File: src/rtl/adc_scan_pkg.sv
package adc_scan_pkg;
  typedef enum logic [1:0] {
    ST_IDLE = 2'd0,
    ST_GAP  = 2'd1,
    ST_CONV = 2'd2
  } scan_st_e;

  // control register bit positions
  localparam int CTL_GO   = 0;
  localparam int CTL_LOOP = 1;
  localparam int CTL_EXT  = 2;
  localparam int CTL_ACK  = 3;
  localparam int CTL_DIV  = 4;
  localparam int DIV_W    = 2;
endpackage

File: src/rtl/adc_scan_ctl.sv
module adc_scan_ctl
  import adc_scan_pkg::*;
#(
  parameter int NCH    = 8,
  parameter int ADDR_W = 4,
  parameter int DATA_W = 16
) (
  input  logic              clk,
  input  logic              rst_n,
  input  logic              reg_we,
  input  logic [ADDR_W-1:0] reg_addr,
  input  logic [DATA_W-1:0] reg_wdata,
  input  logic              ext_start,
  input  logic              loop_done,
  output logic              loop_en,
  output logic              ext_en,
  output logic [DIV_W-1:0]  div_sel,
  output logic [NCH-1:0]    sel_mask,
  output logic              go,
  output logic              irq
);
  logic ctl_wr, mask_wr, ack, ext_q, irq_d;
  logic unused_wd;

  assign unused_wd = ^reg_wdata[DATA_W-1:NCH];
  assign ctl_wr  = reg_we && (reg_addr == ADDR_W'(0));
  assign mask_wr = reg_we && (reg_addr == ADDR_W'(1));
  assign ack     = ctl_wr && reg_wdata[CTL_ACK];
  assign go      = (ctl_wr && reg_wdata[CTL_GO]) || (ext_en && ext_start && !ext_q);

  always_comb begin
    irq_d = irq;
    if (ack)       irq_d = 1'b0;
    if (loop_done) irq_d = 1'b1;
  end

  always_ff @(posedge clk or negedge rst_n) begin
    if (!rst_n) begin
      loop_en  <= 1'b0;
      ext_en   <= 1'b0;
      div_sel  <= '0;
      sel_mask <= '0;
      ext_q    <= 1'b0;
      irq      <= 1'b0;
    end else begin
      ext_q <= ext_start;
      irq   <= irq_d;
      if (ctl_wr) begin
        loop_en <= reg_wdata[CTL_LOOP];
        ext_en  <= reg_wdata[CTL_EXT];
        div_sel <= reg_wdata[CTL_DIV +: DIV_W];
      end
      if (mask_wr) sel_mask <= reg_wdata[NCH-1:0];
    end
  end

  AST_IRQ_SET: assert property (@(posedge clk) disable iff (!rst_n)
    loop_done |=> irq);
  AST_IRQ_STICKY: assert property (@(posedge clk) disable iff (!rst_n)
    irq && !ack |=> irq);
  AST_IRQ_ACK: assert property (@(posedge clk) disable iff (!rst_n)
    ack && !loop_done |=> !irq);
endmodule

File: src/rtl/adc_scan_pick.sv
module adc_scan_pick #(
  parameter int NCH = 8,
  parameter int CW  = 3
) (
  input  logic [NCH-1:0] cand,
  input  logic [CW-1:0]  after,
  input  logic           from_base,
  output logic           hit,
  output logic [CW-1:0]  idx
);
  always_comb begin
    hit = 1'b0;
    idx = '0;
    for (int i = NCH - 1; i >= 0; i--) begin
      if (cand[i] && (from_base || (i > int'(after)))) begin
        hit = 1'b1;
        idx = CW'(i);
      end
    end
  end
endmodule

File: src/rtl/adc_scan_fsm.sv
module adc_scan_fsm
  import adc_scan_pkg::*;
#(
  parameter int NCH = 8,
  parameter int CW  = 3
) (
  input  logic             clk,
  input  logic             rst_n,
  input  logic             go,
  input  logic             loop_en,
  input  logic [DIV_W-1:0] div_sel,
  input  logic [NCH-1:0]   sel_mask,
  input  logic             cnv_done,
  output logic             cnv_req,
  output logic [CW-1:0]    cnv_chan,
  output logic             busy,
  output logic             loop_done,
  output logic             wr_en
);
  localparam int GW = DIV_W + 1;

  scan_st_e       st, st_d;
  logic [CW-1:0]  chan, chan_d;
  logic [NCH-1:0] scan_mask, scan_d;
  logic [GW-1:0]  gap, gap_d, gap_load;
  logic           first_hit, next_hit;
  logic [CW-1:0]  first_idx, next_idx;

  adc_scan_pick #(.NCH(NCH), .CW(CW)) i_first (
    .cand(sel_mask), .after('0), .from_base(1'b1), .hit(first_hit), .idx(first_idx));
  adc_scan_pick #(.NCH(NCH), .CW(CW)) i_next (
    .cand(scan_mask), .after(chan), .from_base(1'b0), .hit(next_hit), .idx(next_idx));

  assign gap_load = {div_sel, 1'b1};
  assign cnv_req  = (st == ST_CONV);
  assign cnv_chan = chan;
  assign busy     = (st != ST_IDLE);
  assign wr_en    = cnv_req && cnv_done;

  always_comb begin
    st_d      = st;
    chan_d    = chan;
    scan_d    = scan_mask;
    gap_d     = gap;
    loop_done = 1'b0;
    case (st)
      ST_IDLE: if (go && first_hit) begin
        st_d   = ST_GAP;
        chan_d = first_idx;
        scan_d = sel_mask;
        gap_d  = gap_load;
      end
      ST_GAP: begin
        if (gap == '0) st_d = ST_CONV;
        else           gap_d = GW'(gap - 1'b1);
      end
      ST_CONV: if (cnv_done) begin
        if (next_hit) begin
          st_d   = ST_GAP;
          chan_d = next_idx;
          gap_d  = gap_load;
        end else begin
          loop_done = 1'b1;
          if (loop_en && first_hit) begin
            st_d   = ST_GAP;
            chan_d = first_idx;
            scan_d = sel_mask;
            gap_d  = gap_load;
          end else begin
            st_d = ST_IDLE;
          end
        end
      end
      default: st_d = ST_IDLE;
    endcase
  end

  always_ff @(posedge clk or negedge rst_n) begin
    if (!rst_n) begin
      st        <= ST_IDLE;
      chan      <= '0;
      scan_mask <= '0;
      gap       <= '0;
    end else begin
      st        <= st_d;
      chan      <= chan_d;
      scan_mask <= scan_d;
      gap       <= gap_d;
    end
  end

  AST_REQ_IN_MASK: assert property (@(posedge clk) disable iff (!rst_n)
    cnv_req |-> scan_mask[chan]);
  AST_ASCEND: assert property (@(posedge clk) disable iff (!rst_n)
    cnv_req && cnv_done && !loop_done |=> chan > $past(chan));
  AST_REQ_HOLD: assert property (@(posedge clk) disable iff (!rst_n)
    cnv_req && !cnv_done |=> cnv_req && $stable(chan));
  AST_REQ_GAP: assert property (@(posedge clk) disable iff (!rst_n)
    cnv_req && cnv_done |=> !cnv_req);
  AST_EMPTY_START: assert property (@(posedge clk) disable iff (!rst_n)
    !busy && go && (sel_mask == '0) |=> !busy);
  AST_BUSY_START: assert property (@(posedge clk) disable iff (!rst_n)
    busy && go && !cnv_done |=> $stable(chan) && $stable(scan_mask));
endmodule

File: src/rtl/adc_scan_bank.sv
module adc_scan_bank #(
  parameter int NCH   = 8,
  parameter int CW    = 3,
  parameter int RES_W = 10
) (
  input  logic             clk,
  input  logic             rst_n,
  input  logic             wr_en,
  input  logic [CW-1:0]    wr_ch,
  input  logic [RES_W-1:0] wr_val,
  output logic [RES_W-1:0] res_q [NCH]
);
  for (genvar g = 0; g < NCH; g++) begin : g_slot
    logic hit;
    assign hit = wr_en && (wr_ch == CW'(g));

    always_ff @(posedge clk or negedge rst_n) begin
      if (!rst_n)   res_q[g] <= '0;
      else if (hit) res_q[g] <= wr_val;
    end

    AST_SLOT_KEEP: assert property (@(posedge clk) disable iff (!rst_n)
      !(wr_en && (wr_ch == CW'(g))) |=> $stable(res_q[g]));
  end
endmodule

File: src/rtl/adc_scan_seq.sv
module adc_scan_seq
  import adc_scan_pkg::*;
#(
  parameter  int NCH    = 8,
  parameter  int RES_W  = 10,
  parameter  int DATA_W = 16,
  localparam int CW     = $clog2(NCH),
  localparam int ADDR_W = CW + 1
) (
  input  logic              clk,
  input  logic              rst_n,
  input  logic              reg_we,
  input  logic [ADDR_W-1:0] reg_addr,
  input  logic [DATA_W-1:0] reg_wdata,
  output logic [DATA_W-1:0] reg_rdata,
  input  logic              ext_start,
  output logic              cnv_req,
  output logic [CW-1:0]     cnv_chan,
  input  logic              cnv_done,
  input  logic [RES_W-1:0]  cnv_result,
  output logic              irq
);
  logic             loop_en, ext_en, go, busy, loop_done, wr_en;
  logic [DIV_W-1:0] div_sel;
  logic [NCH-1:0]   sel_mask;
  logic [RES_W-1:0] res_q [NCH];

  adc_scan_ctl #(.NCH(NCH), .ADDR_W(ADDR_W), .DATA_W(DATA_W)) i_ctl (
    .clk(clk), .rst_n(rst_n), .reg_we(reg_we), .reg_addr(reg_addr),
    .reg_wdata(reg_wdata), .ext_start(ext_start), .loop_done(loop_done),
    .loop_en(loop_en), .ext_en(ext_en), .div_sel(div_sel),
    .sel_mask(sel_mask), .go(go), .irq(irq));

  adc_scan_fsm #(.NCH(NCH), .CW(CW)) i_fsm (
    .clk(clk), .rst_n(rst_n), .go(go), .loop_en(loop_en), .div_sel(div_sel),
    .sel_mask(sel_mask), .cnv_done(cnv_done), .cnv_req(cnv_req),
    .cnv_chan(cnv_chan), .busy(busy), .loop_done(loop_done), .wr_en(wr_en));

  adc_scan_bank #(.NCH(NCH), .CW(CW), .RES_W(RES_W)) i_bank (
    .clk(clk), .rst_n(rst_n), .wr_en(wr_en), .wr_ch(cnv_chan),
    .wr_val(cnv_result), .res_q(res_q));

  always_comb begin
    reg_rdata = '0;
    if (reg_addr[ADDR_W-1])
      reg_rdata = DATA_W'(res_q[reg_addr[CW-1:0]]);
    else if (reg_addr == ADDR_W'(0))
      reg_rdata = DATA_W'({div_sel, irq, ext_en, loop_en, busy});
    else if (reg_addr == ADDR_W'(1))
      reg_rdata = DATA_W'(sel_mask);
  end

  AST_IRQ_FROM_DONE: assert property (@(posedge clk) disable iff (!rst_n)
    $rose(irq) |-> $past(cnv_done));
endmodule

File: config.mk
export PLATFORM = sky130hd
export DESIGN_NAME = adc_scan_seq
export DESIGN_NICKNAME = d
export VERILOG_FILES = /design/src/rtl/adc_scan_pkg.sv /design/src/rtl/adc_scan_ctl.sv /design/src/rtl/adc_scan_pick.sv /design/src/rtl/adc_scan_fsm.sv /design/src/rtl/adc_scan_bank.sv /design/src/rtl/adc_scan_seq.sv
export SDC_FILE = /design/constraint.sdc
export NUM_CORES = 1
export LEC_CHECK = 0
export ABC_CLOCK_PERIOD_IN_PS = 5400
export BUFFER_PORTS_ARGS = -buffer_cell sky130_fd_sc_hd__buf_2
export CORE_MARGIN = 2
export CORE_UTILIZATION = 63
export DETAILED_ROUTE_END_ITERATION = 7
export HOLD_SLACK_MARGIN = 0.08
export PLACE_DENSITY_LB_ADDON = 0.2
export SLEW_MARGIN = 20
export SYNTH_ARGS = -nofsm -noshare
export SYNTH_HDL_FRONTEND = slang
export SYNTH_SLANG_ARGS = --single-unit
File: constraint.sdc
create_clock -name clk -period 5.4 [get_ports clk]
set_clock_uncertainty 0.05 [all_clocks]
set_input_delay 1.08 -clock clk [delete_from_list [all_inputs] [get_ports clk]]
set_output_delay 1.08 -clock clk [all_outputs]
set_load 0.02 [all_outputs]
### After elaboration in Yosys (flattened, before gate mapping)

Cells that the tools add are included.
W data, S select, Z words.

| storage, ports and cells | value |
|---|---|
| register bits after elaboration | 110 |
| input port bits | 35 |
| output and inout bits | 21 |
| logic and storage cells | 146 |

| operators by class | value |
|---|---|
| $add $sub $neg | 1 |
| $lt $le $gt $ge | 8 |
| equal/unequal tests | 17 |
| mux-type cells | 63 |
| bitwise logic cells | 1 |
| reductions and logical operators | 38 |

Operators with widths:

| kind | number |
|---|---|
| $mux W3 | 24 |
| $mux W8 | 6 |
| $bmux W10 S3 | 1 |
| $mux W10 | 3 |
| $logic_and A1 B1 Y1 | 24 |
| $mux W1 | 21 |
| $pmux W8 S2 | 1 |
| $eq A3 B3 Y1 const B | 4 |
| $gt A3 B3 Y1 const A | 4 |
| $reduce_and A5 Y1 | 2 |
| $pmux W3 S3 | 1 |
| $mux W2 | 4 |
| $ne A2 B2 Y1 const B | 4 |
| $eq A3 B2 Y1 const B | 2 |
| $gt A2 B3 Y1 const A | 2 |
| $logic_not A3 Y1 | 2 |
| $pmux W2 S3 | 1 |
| $pmux W3 S2 | 1 |
| $reduce_bool A2 Y1 | 3 |
| $eq A4 B1 Y1 const B | 1 |
| $ge A4 B4 Y1 const B | 1 |
| $logic_not A4 Y1 | 1 |
| $ne A2 B1 Y1 const B | 2 |
| $not A3 Y4 | 1 |
| other kinds (12) | 12 |

### Depth between registers and ports, before layout

Gate-level depths: netlist of run 1.

| depth | value |
|---|---|
| depth in word-level cells | 13 |
| depth in mapped cells | 8 |
| mapped depth without buffers | 6 |

### Cells and area by module

Synthesis of run 1 repeated with hierarchy kept, for this count alone.

| unflattened totals | value |
|---|---|
| cells, all modules | 455 |
| area total of the unflattened synthesis | 6004.5 um^2 |

Modules (own cells, without submodules):

| module | times used | cells an instance | area each (um^2) | sequential area each (um^2) |
|---|---|---|---|---|
| adc_scan_bank | 1 | 175 | 3163.0 | 2001.9 |
| adc_scan_seq | 1 | 103 | 905.9 | 0.0 |
| adc_scan_fsm | 1 | 66 | 779.5 | 400.4 |
| adc_scan_ctl | 1 | 35 | 593.1 | 350.3 |
| adc_scan_pick | 2 | 38 | 281.5 | 0.0 |

### Worst setup path before layout of run 1

OpenSTA, ideal clock, no wires.

| timing path | value |
|---|---|
| path type | input-to-output |
| start | input reg_addr[0] |
| end | output reg_rdata[6] |
| arrival | 2645 ps |
| data required time | 4270 ps |
| slack | 1625 ps |
| cell stages on the path | 5 |
| path buffers | 2 |
| cells stage by stage | clkbuf_1 > buf_2 > mux4_2 > mux2_2 > a32o_1 |

| between the ends | value |
|---|---|
| word-level cells in the longest chain between the ends | 5 |
| elaborated cells on any way between the ends | 9 |
| those cells by class | eq/ne: 1; mux: 6; bitwise: 1; reduce/logical: 1 |

Ends and longest elaborated chain:

| element | RTL line | RTL |
|---|---|---|
| from (decl) | adc_scan_seq.sv:13 | `input logic [ADDR_W-1:0] reg_addr,` |
| $not A3 Y4 (implied by the code) | adc_scan_seq.sv:46 | `reg_rdata = DATA_W'(res_q[reg_addr[CW-1:0]]);` |
| $bmux W10 S3 | adc_scan_seq.sv:46 |  |
| $mux W10 (implied by the code) (2 in series) | adc_scan_seq.sv:46 |  |
| $mux W10 * | adc_scan_seq.sv:45 | `if (reg_addr[ADDR_W-1])` |
| to (decl) | adc_scan_seq.sv:15 | `output logic [DATA_W-1:0] reg_rdata,` |

Every way passes the cells marked *; elsewhere a longest branch is shown, timed or not. The select of a mux whose other input is x is not followed.

### Worst setup path after layout of run 1

| timing path | value |
|---|---|
| start | input reg_addr[0] |
| end | output reg_rdata[3] |

Same word-level chain as after synthesis.

==> reports/results.txt, run 1 <==
Max_cap viols - 0
Total die area - 0.00923 mm²
# IOs - 56
All-Layer GR Usage - 25.5%
Placer Congestion - 0.854
Peak supply drop - 183 µV
Req. time, crit path - 4.27 ns
Flop2flop setup slack - 2.76 ns
Highest fanout seen on the critical path - 27
CORE AREA - 0.00822 mm²
Placed instance count - 531
1st-pass router iterations - 4
Antenna Cells - 0
Setup WS pre-CTS - 1.33 ns
Largest net degree at the start of global routing - 85
Period utilization - 75.7%
WL/cell - 19.8 µm
Critical setup path kind - primary input to output pin
Post-synth EDFFs - 0
TritonCTS clock tree - built
Register area share after synthesis - 51.1%
CTS Hold Bufs - 0
Sequential share of power - 50.9%
Slew margin rel. - 28.0%
Initial core utilization - 65.0%
Worst r2r src - i_fsm.st[0]
DIE HEIGHT - 96.1 µm
Setup Fix Bufs, Post-CTS - 0
RSZ-0062 raised after global routing - false
Final net count - 474
Power density over cell area - 413 mW/mm²
DR iter-0 viols - 193
Syn Area/Cell - 13.3 µm²
Worst Min Path Start - i_bank.res_q[49]
Final Hold Violating Endpoints - 0
Slew Viols, Final - 0
Post-synth ARST share - 100%
Tot Pwr - 2.39 mW
P_sw - 0.761 mW
First-pass GRT wire length - 17.6 mm
Fmax - 245 MHz
Worst-Margin Slew - 1.07 ns
Via count - 3420
Worst-skew pair later-pin latency - 0.36 ns
Hold Crit Class - flip-flop to flip-flop
Vias per cell - 6.25
Crit start category - primary input
Final Non-Filler Cells - 547
GRT overflow - 0
Outcome - finished clean
Post-CTS sizing - 0
Clock network fraction of design power - 20.2%
Post-route setup TNS - 0 ns
Crit path capture type - output pin
Port bufs - 41
Lkg Pwr - 2.76 nW
Total Wirelength - 10.8 mm
DR DRC count - 0
Worst endpoint data arrival time - 2.96 ns
CP startpoint - reg_addr[0]
Detailed placement HPWL - 7.29 mm
Yosys warns - 0
Setup Viol. Count Final - 0
Comb pwr share - 28.9%
Total CTS buffers - 9
Clock transition at path regs - 0.09 ns
Sink Count - 109
Die W - 96.1 µm
Placed Area - 0.00559 mm²
WHS - 0.462 ns
Sw frac - 31.9%
Initial antenna violation count - 0
Fill cells - 584
H-tree levels - 3
Post-Syn Area - 0.00534 mm²
Cells after synthesis - 402
Clock root buffer - clkbuf_8
Antenna Nets Post-Route - 0
Yosys cell types - 47
P&R area growth vs syn - 8.34%
Internal - 1.63 mW
Clock Path Buffers - 2
Share of cells above drive strength 1 - 44.1%
Setup slack after layout - 1.31 ns
Post-route cell area - 0.00579 mm²
Post-layout min period - 4.09 ns
Vias in the first global route - 3473
Final core utilization - 70.4%
Cell Rows - 33
Main synth FF type - dfrtp_1
Seq cells post-synth - 109
path summary, 6_finish.rpt:
kind / depth (start not counted) / to
max in group asynchronous: 2 / i_ctl.irq
min in group asynchronous: 1 / i_fsm.cnv_chan[0]
setup / recovery: 5 / reg_rdata[3]
hold / removal: 1 / i_bank.res_q[49]
hold reg to reg: 1 / i_bank.res_q[49]
setup reg to reg: 4 / i_bank.res_q[26]
placed cells by master (no fill, tap or decap), drive strengths merged, types with 3 or more instances in the layout:
cell	n
nand3	7
clkbuf	10
dfrtp	109
a21oi	19
o21ai	13
mux4	20
clkinv	3
mux2i	5
conb	6
a221oi	5
mux2	106
buf	43
nor3	8
inv	13
nand3b	4
nand2	19
nor2	14
nor2b	3
metal layers:
layer  part of all wire [%]  wire length [µm]  global-route usage, %  vias to the layer above
met5                      0                 0                      0                        -
met4                    1.5               167                   6.79                        0
met3                    3.7               400                   3.92                       15
met2                     50              5410                   42.5                       74
met1                     45              4860                   35.1                     1784
li1                       -                 -                      -                     1547
sequential cells by signal, summed over array words and instances, names as in the netlist, 2 cells and up:
name / flops
i_fsm.st: 2
i_fsm.cnv_chan: 3
i_fsm.gap: 3
i_fsm.scan_mask: 7
i_ctl.div_sel: 2
i_bank.res_q: 80
i_ctl.sel_mask: 8
final cells by class:
class,instances,area [µm²],area share [%]
Tap cell,105,131,2.27
Multi-Input combinational cell,262,2470,42.6
Sequential cell,109,2730,47.1
Clock buffer,10,128,2.21
Timing Repair Buffer,43,226,3.91
Clock inverter,6,61.3,1.06
Inverter,12,45.0,0.779
synth_stat cells (2+ instances only):
cell,instances,area (µm²)
dfrtp_1,109,2730
mux2_2,106,1190
mux4_2,20,450
nand2_1,19,71.3
a21oi_1,18,90.1
o21ai_0,13,65.1
nor2_1,12,45.0
inv_1,11,41.3
clkbuf_1,10,37.5
buf_4,7,52.6
nand3_1,7,35.0
buf_2,6,30.0
nor3_1,6,30.0
a221oi_1,5,43.8
mux2i_1,5,50.1
nand3b_1,4,30.0
nor2b_1,3,18.8
a32o_1,2,20.0
ha_1,2,25.0
nand2b_1,2,12.5
nand4_1,2,12.5
nor2_2,2,12.5
nor3_2,2,20.0
nor3b_1,2,15.0
o211ai_1,2,15.0
o21bai_1,2,15.0
o31ai_1,2,15.0
or3_1,2,12.5
worst max-delay path, cell delays in order:
cell and delay [ns]:
buf_2 0.60, mux4_2 0.60, a221oi_1 0.43, a21oi_1 0.06, buf_2 0.18
cells by family (layout without fill, tap and decap cells):
family / count (synthesis) / count (layout) / share of synthesized area, %
AOI/OAI and AO/OA: 54 / 54 / 6.70
and+or+nand+nor: 69 / 69 / 6.77
buffers and inverters: 36 / 71 / 3.19
DFF: 109 / 109 / 51.1
muxes: 131 / 131 / 31.7
other: 1 / 6 / 0.0702
adders and majority gates: 2 / 2 / 0.469
power by group through the flow:
stage	Combinational, mW	Sequential (mW)	Clock, mW
6_report	0.689	1.22	0.482
5_1_grt	0.765	1.25	0.528
4_1_cts	0.695	1.21	0.492
3_5_place_dp	0.691	1.23	0
3_3_place_gp	0.665	1.21	0
2_1_floorplan	0.574	1.16	0
No activity file was read; power rests on OpenSTA's default activity.
==> run 2, diff against run 1 <==
- ABC_CLOCK_PERIOD_IN_PS: 5400 -> 3400
- CORE_UTILIZATION: 63 -> 53
- clock period: 5.4 -> 3.4 ns (I/O delays scaled with it)
==> reports/results.txt, run 2 (synthesis gave the netlist of run 1 again) <==
Antenna Cells - 0 (unchanged)
Setup Fix Bufs, Post-CTS - 0 (unchanged)
Family with the most delay on the worst path - buffers and inverters
Fmax - 319 MHz
Share of cells above drive strength 1 - 45.0% (+0.85 points)
CTS Hold Bufs - 0 (unchanged)
DIE HEIGHT - 104 µm (+8.7%)
Port bufs - 41 (unchanged)
Critical setup path kind - primary input to output pin
Period utilization - 92.1%
DR iter-0 viols - 112 (-42%)
Sink Count - 109 (unchanged)
DR DRC count - 0 (unchanged)
Final net count - 480 (+1.3%)
Initial antenna violation count - 0 (unchanged)
Commonest non-fill, non-tap cell in the layout - dfrtp_1
Flop2flop setup slack - 0.79 ns (-1.97 ns)
Biggest register - i_bank.res_q
First-pass GRT wire length - 18.8 mm (+7.1%)
CP Buf/Inv Count - 3 (+1)
Total CTS buffers - 9 (unchanged)
CORE AREA - 0.00977 mm² (+19%)
Outcome - finished clean
Placed instance count - 565 (+6.4%)
Crit path capture type - output pin
Vias in the first global route - 3592 (+3.4%)
GRT overflow - 0 (unchanged)
CP max stage cell - buf_2
Lkg Pwr - 2.80 nW (+1.4%)
Slew margin rel. - 51.0% (+23 points)
Crit start category - primary input
WL/cell - 19.4 µm (-2.1%)
CP startpoint - reg_addr[0]
Cell Rows - 36 (+9.1%)
Post-layout min period - 3.13 ns
Sequential share of power - 50.2% (-0.7 points)
Die W - 104 µm (+8.7%)
Worst-Margin Slew - 0.733 ns (-0.341 ns)
Highest fanout seen on the critical path - 18 (-33%)
1st-pass router iterations - 4 (unchanged)
Slew Viols, Final - 0 (unchanged)
Vias per cell - 5.88 (-6.0%)
Clock Path Buffers - 2 (unchanged)
Clock root buffer - clkbuf_8
All-Layer GR Usage - 22.2% (-3.2 points)
Top cell by count, worst path - buf_2
Post-route setup TNS - 0 ns (unchanged)
TritonCTS clock tree - built
Peak supply drop - 404 µV (+120%)
Clock transition at path regs - 0.10 ns (about the same)
H-tree levels - 3 (unchanged)
Via count - 3410 (-0.29%)
Largest stage delay, worst path - 0.47 ns (-0.13 ns)
Comb pwr share - 28.6% (-0.3 points)
Detailed placement HPWL - 7.62 mm (+4.6%)
Worst r2r src - i_fsm.cnv_chan[1]
Total die area - 0.0109 mm² (+18%)
Reg2Reg Depth - 6 (+2)
Antenna Nets Post-Route - 0 (unchanged)
FF-to-FF End - i_fsm.scan_mask[3]
Final Hold Violating Endpoints - 0 (unchanged)
# IOs - 56 (unchanged)
Max_cap viols - 0 (unchanged)
Most frequent cells in the layout - dfrtp_1 (109), mux2_2 (106), buf_2 (40)
Post-CTS sizing - 0 (unchanged)
P_sw - 1.24 mW (+63%)
Worst-skew pair later-pin latency - 0.37 ns (about the same)
Hold Crit Class - primary input to async pin
Largest register FFs - 80 (unchanged)
Cell Chain, Critical Path - buf_2 > buf_4 > mux2_2 > a221oi_1 > a21oi_1 > buf_2
Initial core utilization - 54.6% (-10 points)
Sw frac - 32.1% (+0.26 points)
P&R area growth vs syn - 10.3%
Placer Congestion - 0.880 (+3.0%)
Final Non-Filler Cells - 580 (+6.0%)
Largest net degree at the start of global routing - 58 (-32%)
Internal - 2.61 mW (+61%)
Setup Viol. Count Final - 0 (unchanged)
Power density over cell area - 654 mW/mm² (+59%)
Total Wirelength - 11.3 mm (+3.8%)
Clock network fraction of design power - 21.2% (+1.0 points)
Worst endpoint data arrival time - 2.40 ns (-0.56 ns)
Largest regs - i_bank.res_q x80, i_ctl.sel_mask x8, i_fsm.scan_mask x7
Req. time, crit path - 2.67 ns (-1.60 ns)
RSZ-0062 raised after global routing - false
[run 2: per-layer routing]
metal  global-route usage (%)  up-vias  share of wire [%]
li1                         -     1564                  -
met1                     29.6     1747                 44
met2                     37.1       86                 50
met3                     4.57       13                4.7
met4                     6.27        0                1.4
met5                        0        -                  0
[run 2: area by class of cell]
class	count	area (µm²)
fillers	797	3880
multi-input cells	262	2470
clock inverters	5	66.3
flip-flops and latches	109	2730
inverters	12	45.0
repair buffers	49	280
well taps	133	166
clock buffers	10	138
[run 2: stage by stage]
step	setup WS (ns)	utilization (%)	power, mW	instance area, µm²	hold slack (ns)
6_report	0.268	60.3	3.85	5890	0.291
5_1_grt	0.169	60.3	4.10	5890	0.340
4_1_cts	0.256	60.3	3.87	5890	0.310
3_5_place_dp	0.259	58.2	3.06	5690	0.437
3_3_place_gp	0.276	58.2	3.00	5690	0.433
2_1_floorplan	0.425	-	2.76	5360	0.334
[run 2: worst max-delay path by stage]
stage / endpoint / slack [ns] / cells after the start
after floorplan: reg_rdata[6] / 0.42 / 5
after detailed placement: reg_rdata[7] / 0.26 / 5
after global routing: reg_rdata[1] / 0.17 / 5
final: reg_rdata[3] / 0.27 / 6
after global placement: reg_rdata[7] / 0.28 / 5
after CTS: reg_rdata[7] / 0.26 / 5
[run 2: power groups by stage]
stage	Clock (mW)	Sequential, mW	Combinational (mW)
finish	0.817	1.93	1.10
CTS	0.837	1.93	1.11
detailed placement	0	1.96	1.11
global placement	0	1.93	1.07
floorplan	0	1.85	0.912
global route	0.891	1.99	1.22
[run 2: worst register-to-register path, stage by stage, from the launching register on]
cell	delay, ns
dfrtp_1	0.60
nor2b_1	0.12
o21ai_0	0.20
o21ai_0	0.24
or4_4	0.61
a21oi_4	0.30
mux2_2	0.38
==> run 3, diff against run 2 <==
- CORE_MARGIN: 2 -> 4
==> reports/results.txt, run 3 (synthesis gave the netlist of run 1 again) <==
Antenna Cells - 0 (unchanged)
Period utilization - 90.6% (-1.6 points)
Worst endpoint data arrival time - 2.35 ns (-0.05 ns)
Placed Area - 0.00569 mm² (+0.13%)
Biggest register - i_bank.res_q
First-pass GRT wire length - 18.2 mm (-3.1%)
Internal - 2.55 mW (-2.3%)
Via count - 3473 (+1.8%)
DR DRC count - 0 (unchanged)
Die W - 108 µm (+3.8%)
Req. time, crit path - 2.67 ns (about the same)
Peak supply drop - 336 µV (-17%)
Clock Path Buffers - 2 (unchanged)
H-tree levels - 3 (unchanged)
GRT overflow - 0 (unchanged)
Vias in the first global route - 3438 (-4.3%)
Total die area - 0.0117 mm² (+7.8%)
Slew margin rel. - 46.9% (-4.1 points)
Lkg Pwr - 2.80 nW (+0.11%)
1st-pass router iterations - 4 (unchanged)
Fmax - 325 MHz (+1.7%)
All-Layer GR Usage - 20.5% (-1.7 points)
Slew Viols, Final - 0 (unchanged)
Highest fanout seen on the critical path - 18 (unchanged)
DIE HEIGHT - 108 µm (+3.8%)
Port bufs - 41 (unchanged)
Comb pwr share - 28.8% (+0.2 points)
P&R area growth vs syn - 10.4% (about the same)
Setup Fix Bufs, Post-CTS - 0 (unchanged)
Setup Viol. Count Final - 0 (unchanged)
Antenna Nets Post-Route - 0 (unchanged)
Most frequent cells in the layout - dfrtp_1 (109), mux2_2 (106), buf_2 (40)
Final net count - 481 (+0.21%)
Sequential share of power - 50.8% (+0.6 points)
Tot Pwr - 3.81 mW (-1.1%)
Hold Crit Class - primary input to async pin
Sink Count - 109 (unchanged)
Max_cap viols - 0 (unchanged)
Crit path capture type - output pin
RSZ-0062 raised after global routing - false
Initial antenna violation count - 0 (unchanged)
Sw frac - 32.9% (+0.81 points)
Share of cells above drive strength 1 - 45.2% (+0.25 points)
# IOs - 56 (unchanged)
Largest regs - i_bank.res_q x80, i_ctl.sel_mask x8, i_fsm.scan_mask x7
Initial core utilization - 54.6% (unchanged)
Outcome - finished clean
Power density over cell area - 646 mW/mm² (-1.2%)
Placer Congestion - 0.810 (-7.9%)
Largest register FFs - 80 (unchanged)
Post-layout min period - 3.08 ns (-0.0531 ns)
Post-route cell area - 0.00589 mm² (about the same)
Detailed placement HPWL - 7.66 mm (+0.45%)
Commonest non-fill, non-tap cell in the layout - dfrtp_1
Cell Rows - 36 (unchanged)
Post-route setup TNS - 0 ns (unchanged)
WL/cell - 19.4 µm (+0.11%)
Largest net degree at the start of global routing - 61 (+5.2%)
Total Wirelength - 11.3 mm (+0.45%)
CORE AREA - 0.00977 mm² (unchanged)
CTS Hold Bufs - 0 (unchanged)
Crit start category - primary input
Final Hold Violating Endpoints - 0 (unchanged)
WHS - 0.328 ns (+0.0369 ns)
Clock root buffer - clkbuf_8
Vias per cell - 5.97 (+1.5%)
TritonCTS clock tree - built
P_sw - 1.25 mW (+1.4%)
Total CTS buffers - 9 (unchanged)
Worst-skew pair later-pin latency - 0.36 ns (about the same)
Critical setup path kind - primary input to output pin
Clock network fraction of design power - 20.5% (-0.7 points)
Worst-Margin Slew - 0.794 ns (+0.0602 ns)
DR iter-0 viols - 165 (+47%)
Clock transition at path regs - 0.10 ns (about the same)
Post-CTS sizing - 0 (unchanged)
## run 3: final timing paths
kind | from | to | slack [ns] | depth (start not counted)
max | reg_addr[0] | reg_rdata[6] | 0.32 | 5
min | rst_n | i_fsm.cnv_chan[0] | 0.33 | 1
max reg2reg | i_fsm.cnv_chan[1] | i_fsm.scan_mask[5] | 0.76 | 6
min reg2reg | i_bank.res_q[30] | i_bank.res_q[30] | 0.46 | 1
max in group asynchronous | rst_n | i_bank.res_q[37] | 2.24 | 2
min in group clk | ext_start | i_ctl.ext_q | 0.38 | 1
## run 3: final cells by class
class | count | area (µm²)
tap | 133 | 166
fill | 801 | 3880
sequential | 109 | 2730
timing repair buffer | 50 | 288
clock buffer | 10 | 138
inverter | 12 | 45.0
clock inverter | 6 | 63.8
multi-input combinational | 262 | 2470
## run 3: per-layer routing
layer,wire length (µm),track usage [%]
met4,59,3.25
met2,5570,33.8
met3,514,4.18
met5,0,0
met1,5160,28.9
## run 3: stage by stage
step / utilization (%) / setup slack (ns) / std cells
5_1_grt: 60.3 / 0.218 / 582
4_1_cts: 60.3 / 0.290 / 582
3_3_place_gp: 58.2 / 0.336 / 566
6_report: 60.3 / 0.321 / 582
3_5_place_dp: 58.2 / 0.292 / 566
2_1_floorplan: - / 0.425 / 407
## run 3: power groups by stage
stage               clock network, mW  registers (mW)  logic, mW
detailed placement                  0            1.95       1.10
floorplan                           0            1.85      0.912
global route                    0.846            1.98       1.22
finish                          0.779            1.93       1.10
CTS                             0.803            1.93       1.11
global placement                    0            1.93       1.07
## run 3: critical path, cell delays in order
cell    delay, ns
buf_2        0.42
mux4_2       0.58
mux2_2       0.29
a32o_1       0.21
buf_2        0.16
